## config.mk

```make
export PLATFORM = sky130hd
export DESIGN_NAME = evt_dispatch_unit
export DESIGN_NICKNAME = d
export VERILOG_FILES = /design/src/rtl/evt_pkg.sv /design/src/rtl/evt_cfg_table.sv /design/src/rtl/evt_lookahead.sv /design/src/rtl/evt_issue.sv /design/src/rtl/evt_dispatch_unit.sv
export SDC_FILE = /design/constraint.sdc
export NUM_CORES = 1
export LEC_CHECK = 0
export CAP_MARGIN = 0
export CORE_AREA = 4 4 320 322
export CTS_CLUSTER_DIAMETER = 100
export DETAILED_ROUTE_END_ITERATION = 12
export DIE_AREA = 0 0 324 326
export PLACE_DENSITY = 0.54
export SETUP_SLACK_MARGIN = 0.05
export SLEW_MARGIN = 20
export SYNTH_ARGS = -nofsm -noshare
export SYNTH_HDL_FRONTEND = slang
export SYNTH_SLANG_ARGS = --single-unit
```

## constraint.sdc

```tcl
create_clock -name clk -period 2 [get_ports clk]
set_input_delay 0.3 -clock clk [delete_from_list [all_inputs] [get_ports clk]]
set_output_delay 0.3 -clock clk [all_outputs]
set_load 0.02 [all_outputs]
```

## src/rtl/evt_pkg.sv

```systemverilog
package evt_pkg;
  localparam int TYPE_W_D = 4;
  localparam int ADDR_W_D = 32;
  localparam int FLAG_W_D = 4;

  // head record leaves by issue: mapped, and either idle or handler done
  function automatic logic issue_now(logic head_v, logic head_hit,
                                     logic running, logic done);
    return head_v && head_hit && (!running || done);
  endfunction

  // unmapped head record is discarded regardless of handler state
  function automatic logic drop_now(logic head_v, logic head_hit);
    return head_v && !head_hit;
  endfunction

  // table may change only with nothing in flight
  function automatic logic cfg_open(logic running, logic head_v);
    return !running && !head_v;
  endfunction

  // running flag next value
  function automatic logic run_next(logic running, logic issue, logic done);
    return issue ? 1'b1 : (done ? 1'b0 : running);
  endfunction
endpackage

```

## src/rtl/evt_cfg_table.sv

```systemverilog
module evt_cfg_table #(
  parameter int TYPE_W = evt_pkg::TYPE_W_D,
  parameter int ADDR_W = evt_pkg::ADDR_W_D
) (
  input  logic              clk,
  input  logic              rst_n,
  input  logic              wr_en,
  input  logic [TYPE_W-1:0] wr_idx,
  input  logic [ADDR_W-1:0] wr_addr,
  input  logic              wr_live,
  input  logic [TYPE_W-1:0] rd_idx,
  output logic [ADDR_W-1:0] rd_addr,
  output logic              rd_hit
);
  localparam int ENTRIES = 1 << TYPE_W;

  logic [ADDR_W-1:0] ent_addr [ENTRIES];
  logic [ENTRIES-1:0] ent_live;

  for (genvar g = 0; g < ENTRIES; g++) begin : g_ent
    logic sel;
    assign sel = wr_en && (wr_idx == TYPE_W'(g));
    always_ff @(posedge clk or negedge rst_n) begin
      if (!rst_n) begin
        ent_addr[g] <= '0;
        ent_live[g] <= 1'b0;
      end else if (sel) begin
        ent_addr[g] <= wr_addr;
        ent_live[g] <= wr_live;
      end
    end
  end

  assign rd_addr = ent_addr[rd_idx];
  assign rd_hit  = ent_live[rd_idx];
endmodule

```

## src/rtl/evt_lookahead.sv

```systemverilog
module evt_lookahead #(
  parameter int TYPE_W = evt_pkg::TYPE_W_D,
  parameter int ADDR_W = evt_pkg::ADDR_W_D,
  parameter int FLAG_W = evt_pkg::FLAG_W_D
) (
  input  logic              clk,
  input  logic              rst_n,
  input  logic              in_valid,
  input  logic [TYPE_W-1:0] in_type,
  input  logic [ADDR_W-1:0] in_pc,
  input  logic [ADDR_W-1:0] in_addr,
  input  logic [FLAG_W-1:0] in_flags,
  input  logic [ADDR_W-1:0] in_tgt,
  input  logic              in_hit,
  input  logic              pop,
  output logic              in_ready,
  output logic              drop,
  output logic              h_v,
  output logic              h_hit,
  output logic [TYPE_W-1:0] h_type,
  output logic [ADDR_W-1:0] h_pc,
  output logic [ADDR_W-1:0] h_addr,
  output logic [FLAG_W-1:0] h_flags,
  output logic [ADDR_W-1:0] h_tgt
);
  logic leave;
  logic load;

  assign drop     = evt_pkg::drop_now(h_v, h_hit);
  assign leave    = drop || pop;
  assign in_ready = !h_v || leave;
  assign load     = in_valid && in_ready;

  always_ff @(posedge clk or negedge rst_n) begin
    if (!rst_n) begin
      h_v     <= 1'b0;
      h_hit   <= 1'b0;
      h_type  <= '0;
      h_pc    <= '0;
      h_addr  <= '0;
      h_flags <= '0;
      h_tgt   <= '0;
    end else if (load) begin
      h_v     <= 1'b1;
      h_hit   <= in_hit;
      h_type  <= in_type;
      h_pc    <= in_pc;
      h_addr  <= in_addr;
      h_flags <= in_flags;
      h_tgt   <= in_tgt;
    end else if (leave) begin
      h_v     <= 1'b0;
    end
  end
endmodule

```

## src/rtl/evt_issue.sv

```systemverilog
module evt_issue #(
  parameter int TYPE_W = evt_pkg::TYPE_W_D,
  parameter int ADDR_W = evt_pkg::ADDR_W_D,
  parameter int FLAG_W = evt_pkg::FLAG_W_D
) (
  input  logic              clk,
  input  logic              rst_n,
  input  logic              take,
  input  logic              done,
  input  logic [TYPE_W-1:0] s_type,
  input  logic [ADDR_W-1:0] s_pc,
  input  logic [ADDR_W-1:0] s_addr,
  input  logic [FLAG_W-1:0] s_flags,
  input  logic [ADDR_W-1:0] s_tgt,
  output logic              running,
  output logic              go,
  output logic [ADDR_W-1:0] target,
  output logic [TYPE_W-1:0] a_type,
  output logic [ADDR_W-1:0] a_pc,
  output logic [ADDR_W-1:0] a_addr,
  output logic [FLAG_W-1:0] a_flags
);
  always_ff @(posedge clk or negedge rst_n) begin
    if (!rst_n) begin
      running <= 1'b0;
      go      <= 1'b0;
    end else begin
      running <= evt_pkg::run_next(running, take, done);
      go      <= take;
    end
  end

  always_ff @(posedge clk or negedge rst_n) begin
    if (!rst_n) begin
      target  <= '0;
      a_type  <= '0;
      a_pc    <= '0;
      a_addr  <= '0;
      a_flags <= '0;
    end else if (take) begin
      target  <= s_tgt;
      a_type  <= s_type;
      a_pc    <= s_pc;
      a_addr  <= s_addr;
      a_flags <= s_flags;
    end
  end
endmodule

```

## src/rtl/evt_dispatch_unit.sv

```systemverilog
module evt_dispatch_unit #(
  parameter int TYPE_W = evt_pkg::TYPE_W_D,
  parameter int ADDR_W = evt_pkg::ADDR_W_D,
  parameter int FLAG_W = evt_pkg::FLAG_W_D
) (
  input  logic              clk,
  input  logic              rst_n,
  input  logic              cfg_we,
  input  logic [TYPE_W-1:0] cfg_idx,
  input  logic [ADDR_W-1:0] cfg_addr,
  input  logic              cfg_live,
  input  logic              rec_valid,
  output logic              rec_ready,
  input  logic [TYPE_W-1:0] rec_type,
  input  logic [ADDR_W-1:0] rec_pc,
  input  logic [ADDR_W-1:0] rec_addr,
  input  logic [FLAG_W-1:0] rec_flags,
  input  logic              nxt_req,
  output logic              hdl_go,
  output logic [ADDR_W-1:0] hdl_target,
  output logic [TYPE_W-1:0] arg_type,
  output logic [ADDR_W-1:0] arg_pc,
  output logic [ADDR_W-1:0] arg_addr,
  output logic [FLAG_W-1:0] arg_flags,
  output logic              busy,
  output logic              look_valid,
  output logic [ADDR_W-1:0] look_target
);
  // named internal events, visible to the bound checker
  logic              take_w;
  logic              drop_w;
  logic              cfg_take_w;
  logic [ADDR_W-1:0] lu_addr;
  logic              lu_hit;
  logic              h_v, h_hit;
  logic [TYPE_W-1:0] h_type;
  logic [ADDR_W-1:0] h_pc, h_addr, h_tgt;
  logic [FLAG_W-1:0] h_flags;

  assign cfg_take_w = cfg_we && evt_pkg::cfg_open(busy, h_v);
  assign take_w     = evt_pkg::issue_now(h_v, h_hit, busy, nxt_req);

  evt_cfg_table #(.TYPE_W(TYPE_W), .ADDR_W(ADDR_W)) u_tbl (
    .clk(clk), .rst_n(rst_n),
    .wr_en(cfg_take_w), .wr_idx(cfg_idx), .wr_addr(cfg_addr), .wr_live(cfg_live),
    .rd_idx(rec_type), .rd_addr(lu_addr), .rd_hit(lu_hit)
  );

  evt_lookahead #(.TYPE_W(TYPE_W), .ADDR_W(ADDR_W), .FLAG_W(FLAG_W)) u_look (
    .clk(clk), .rst_n(rst_n),
    .in_valid(rec_valid), .in_type(rec_type), .in_pc(rec_pc), .in_addr(rec_addr),
    .in_flags(rec_flags), .in_tgt(lu_addr), .in_hit(lu_hit), .pop(take_w),
    .in_ready(rec_ready), .drop(drop_w),
    .h_v(h_v), .h_hit(h_hit), .h_type(h_type), .h_pc(h_pc), .h_addr(h_addr),
    .h_flags(h_flags), .h_tgt(h_tgt)
  );

  evt_issue #(.TYPE_W(TYPE_W), .ADDR_W(ADDR_W), .FLAG_W(FLAG_W)) u_iss (
    .clk(clk), .rst_n(rst_n), .take(take_w), .done(nxt_req),
    .s_type(h_type), .s_pc(h_pc), .s_addr(h_addr), .s_flags(h_flags), .s_tgt(h_tgt),
    .running(busy), .go(hdl_go), .target(hdl_target),
    .a_type(arg_type), .a_pc(arg_pc), .a_addr(arg_addr), .a_flags(arg_flags)
  );

  assign look_valid  = h_v && h_hit;
  assign look_target = h_tgt;
endmodule

```

==> results.cfg <==
[sta]
slew_violations = 0
max_slew_margin = 0.527
holdWs_ns = 0.152
setup_violations = 348
worst_slew_pin_slew_ns = 0.707
hold_violations = 0
period_needed_ns = 2.22
rsz0062_at_grt = true
worst_slack_ns = -0.221
setup_tns_ns = -29.64
clock_skew_ns = 0.0188
period_share = 1.11
max_freq_mhz = 450

[pwr]
power_frac_clock = 0.354
p_switching_uw = 12100
vdd_drop_max_v = 0.000623
power.sequential.fraction = 0.436
p_int_uw = 33300
p_per_area_nw_per_um2 = 1070
p_sw_frac = 0.267
power.leakage_uw = 0.0196
combPwrFrac = 0.210

[finish]
layout-drive-gt1-share = 0.466
syn_to_final_growth_pct = 33.8
fin_nets = 2578
fill_cells = 8908
multi_input_area_um2 = 13200
seq_area_um2 = 18500
fin_area_um2 = 42300

[synthesis]
synth_ff_type = dfrtp_1
synthArstFlopShare = 1.00
ys_top_cells_by_area = dfrtp_1 59%, mux2_2 23%, mux4_2 9.3%
netlist_area_um2 = 31600
synth_top_area_share = 0.586
synth_most_common_cell = dfrtp_1
synth.distinct_cells = 41
synthCells = 2061
synth_fp_nets = 2175
synth-edff-count = 0
synthTopCellsByCount = 740 x dfrtp_1, 641 x mux2_2, 232 x nand2_1
synth_largest_area_cell = dfrtp_1
synth_seq_cells = 740
avgSynthCellArea_um2 = 15.3
synth_seq_area_share = 0.586
yosys_warnings = 0

[critical_path]
r2r_setup_slack_ns = -0.22
end_kind = register
r2r_start = u_look.h_v
critical_path_class = register to register
crit_required_ns = 2.50
crit_path_max_fanout = 8
r2r_cells = 10
arrival_ns = 2.72
r2r_end = u_tbl.ent_addr[411]
worstSetupStartpointType = register

[place]
dp_hpwl_um = 56500
placed_cell_area_um2 = 36800
numPortBuffers = 253
routabilityCongestion = 0.746

[floorplan]
io_pins = 254
core_um2 = 99600
fp-row-count = 116
die_w_um = 324
die-area_um2 = 106000
start_util = 0.318
die_y_um = 326

[clock_network]
cts_buffer_depth = 3
clock_latency_ns = 0.65
cts_max_level = 3
cts_tree = done
root_buffer = clkbuf_16
cts.sinks = 740
clk_pin_slew_worst_paths_ns = 0.06
cts-buffers-inserted = 86

[drt]
drtIter0Drc = 1069
vias = 19400
firstDrtPassIters = 5
viasPerCell = 5.05
wl_um = 95900
antenna_left = 0
drc = 0
wl_per_cell_um = 25.0

[flow_run]
maxCapViolCount = 0

[outcome]
violations = negative setup slack
status = finished, violations left

[grt]
antenna_found_initial = 7
grt_max_degree = 100
grt_usage = 0.176
grt_pass1_wl_um = 140000
grt_pass1_vias = 21400
gr-total-overflow = 0

[hold_path]
min_path_type = primary input to async pin
## registers in the layout (all words and copies together), names as in the netlist, 16 cells and up
register and cells:
u_look.h_tgt 32, u_look.h_addr 32, u_iss.target 32, u_iss.a_pc 32, u_look.h_pc 32, u_tbl.ent_live 16, u_iss.a_addr 32, u_tbl.ent_addr 512
## power by group through the flow
stage / Sequential, uW / Clock (uW) / Combinational [uW]
after floorplan: 20600 / 0 / 4380
after global placement: 19800 / 0 / 9190
after detailed placement: 20000 / 0 / 9410
after CTS: 19800 / 16500 / 9430
after global routing: 20100 / 17200 / 10200
final: 19800 / 16100 / 9540
## layout by cell type (no fill, tap or decap), types with 2 or more instances in the layout
cell,synthesis,final
dfrtp_1,740,739
mux2_2,641,418
mux2_4,2,235
nand2_1,232,227
clkdlybuf4s50_1,0,139
mux4_2,131,131
clkbuf_16,0,105
dlygate4sd2_1,0,91
buf_12,0,85
buf_4,30,74
o22ai_1,44,44
buf_6,16,29
a21oi_1,22,22
clkbuf_8,0,21
buf_16,0,20
clkbuf_1,62,19
dlymetal6s2s_1,0,16
clkinv_2,0,14
mux2i_1,13,13
a22oi_1,10,10
o211ai_1,10,10
nor2_4,0,7
bufinv_16,0,6
nand2_8,0,5
buf_8,0,5
diode_2,0,4
nand2b_1,5,4
inv_6,0,4
and2_4,0,2
nand3_4,1,2
nor2_1,3,2
nand2_2,0,2
inv_1,2,2
nor2b_1,2,2
nor3_4,2,2
buf_2,50,2
## worst max path at each step
stage / start / end / cells after the start
finish: u_look.h_v / u_tbl.ent_addr[411] / 10
global route: u_look.h_v / u_tbl.ent_addr[406] / 10
CTS: u_iss.running / rec_ready / 4
detailed placement: cfg_we / u_tbl.ent_addr[442] / 8
global placement: nxt_req / u_look.h_tgt[5] / 6
floorplan: u_iss.running / u_tbl.ent_addr[481] / 6
## what timing repair did
item / 4_1_cts / 5_1_grt
setup buffers: 29 / 16
hold endpoints to repair: 432 / 0
gates cloned: 21 / 18
hold buffers: 1 / 0
endpoints found under the setup margin: 432 / 514
pin swaps: 5 / 6
resized for setup: 292 / 153
## layout make-up
type / count / area share
timing repair buffer: 478 / 0.142
multi-input combinational: 1156 / 0.313
inverter: 2 / 0.000177
clock inverter: 26 / 0.00730
clock buffer: 130 / 0.0617
tap: 1298 / 0.0384
antenna: 4 / 0.000237
sequential: 740 / 0.438
## cell families (layout without fill, tap and decap cells)
kind of cell / Yosys count / in the layout / synth area share
mux: 798 / 798 / 0.331
flops: 740 / 740 / 0.586
simple gates: 269 / 269 / 0.0372
buf+inv: 165 / 636 / 0.0289
compound gates: 89 / 89 / 0.0177
other cells: 0 / 4 / 0
## per-stage QoR
step / setup WS [ns] / util / std cells / total power (uW)
floorplan: 0.109 / - / 2061 / 24900
global placement: -0.650 / 0.370 / 3601 / 29000
detailed placement: -0.391 / 0.370 / 3601 / 29400
CTS: -0.181 / 0.415 / 3805 / 45700
global route: -0.274 / 0.425 / 3831 / 47500
finish: -0.221 / 0.425 / 3834 / 45400
## per-layer routing
layer	GRT usage	wire length, um	share of wire
met5	0	26	0.00027
met4	0.0547	2770	0.029
met3	0.0367	4690	0.049
met2	0.300	47500	0.50
met1	0.226	40900	0.43
## critical path, stage by stage (launching register included)
cell and delay, ns:
dfrtp_2 0.42, buf_12 0.14, nor4b_4 0.26, buf_4 0.16, nand2b_4 0.06, buf_6 0.13, buf_12 0.12, nor2_4 0.14
buf_12 0.15, buf_12 0.16, mux2_4 0.31
No activity file was read; power rests on OpenSTA's default activity.
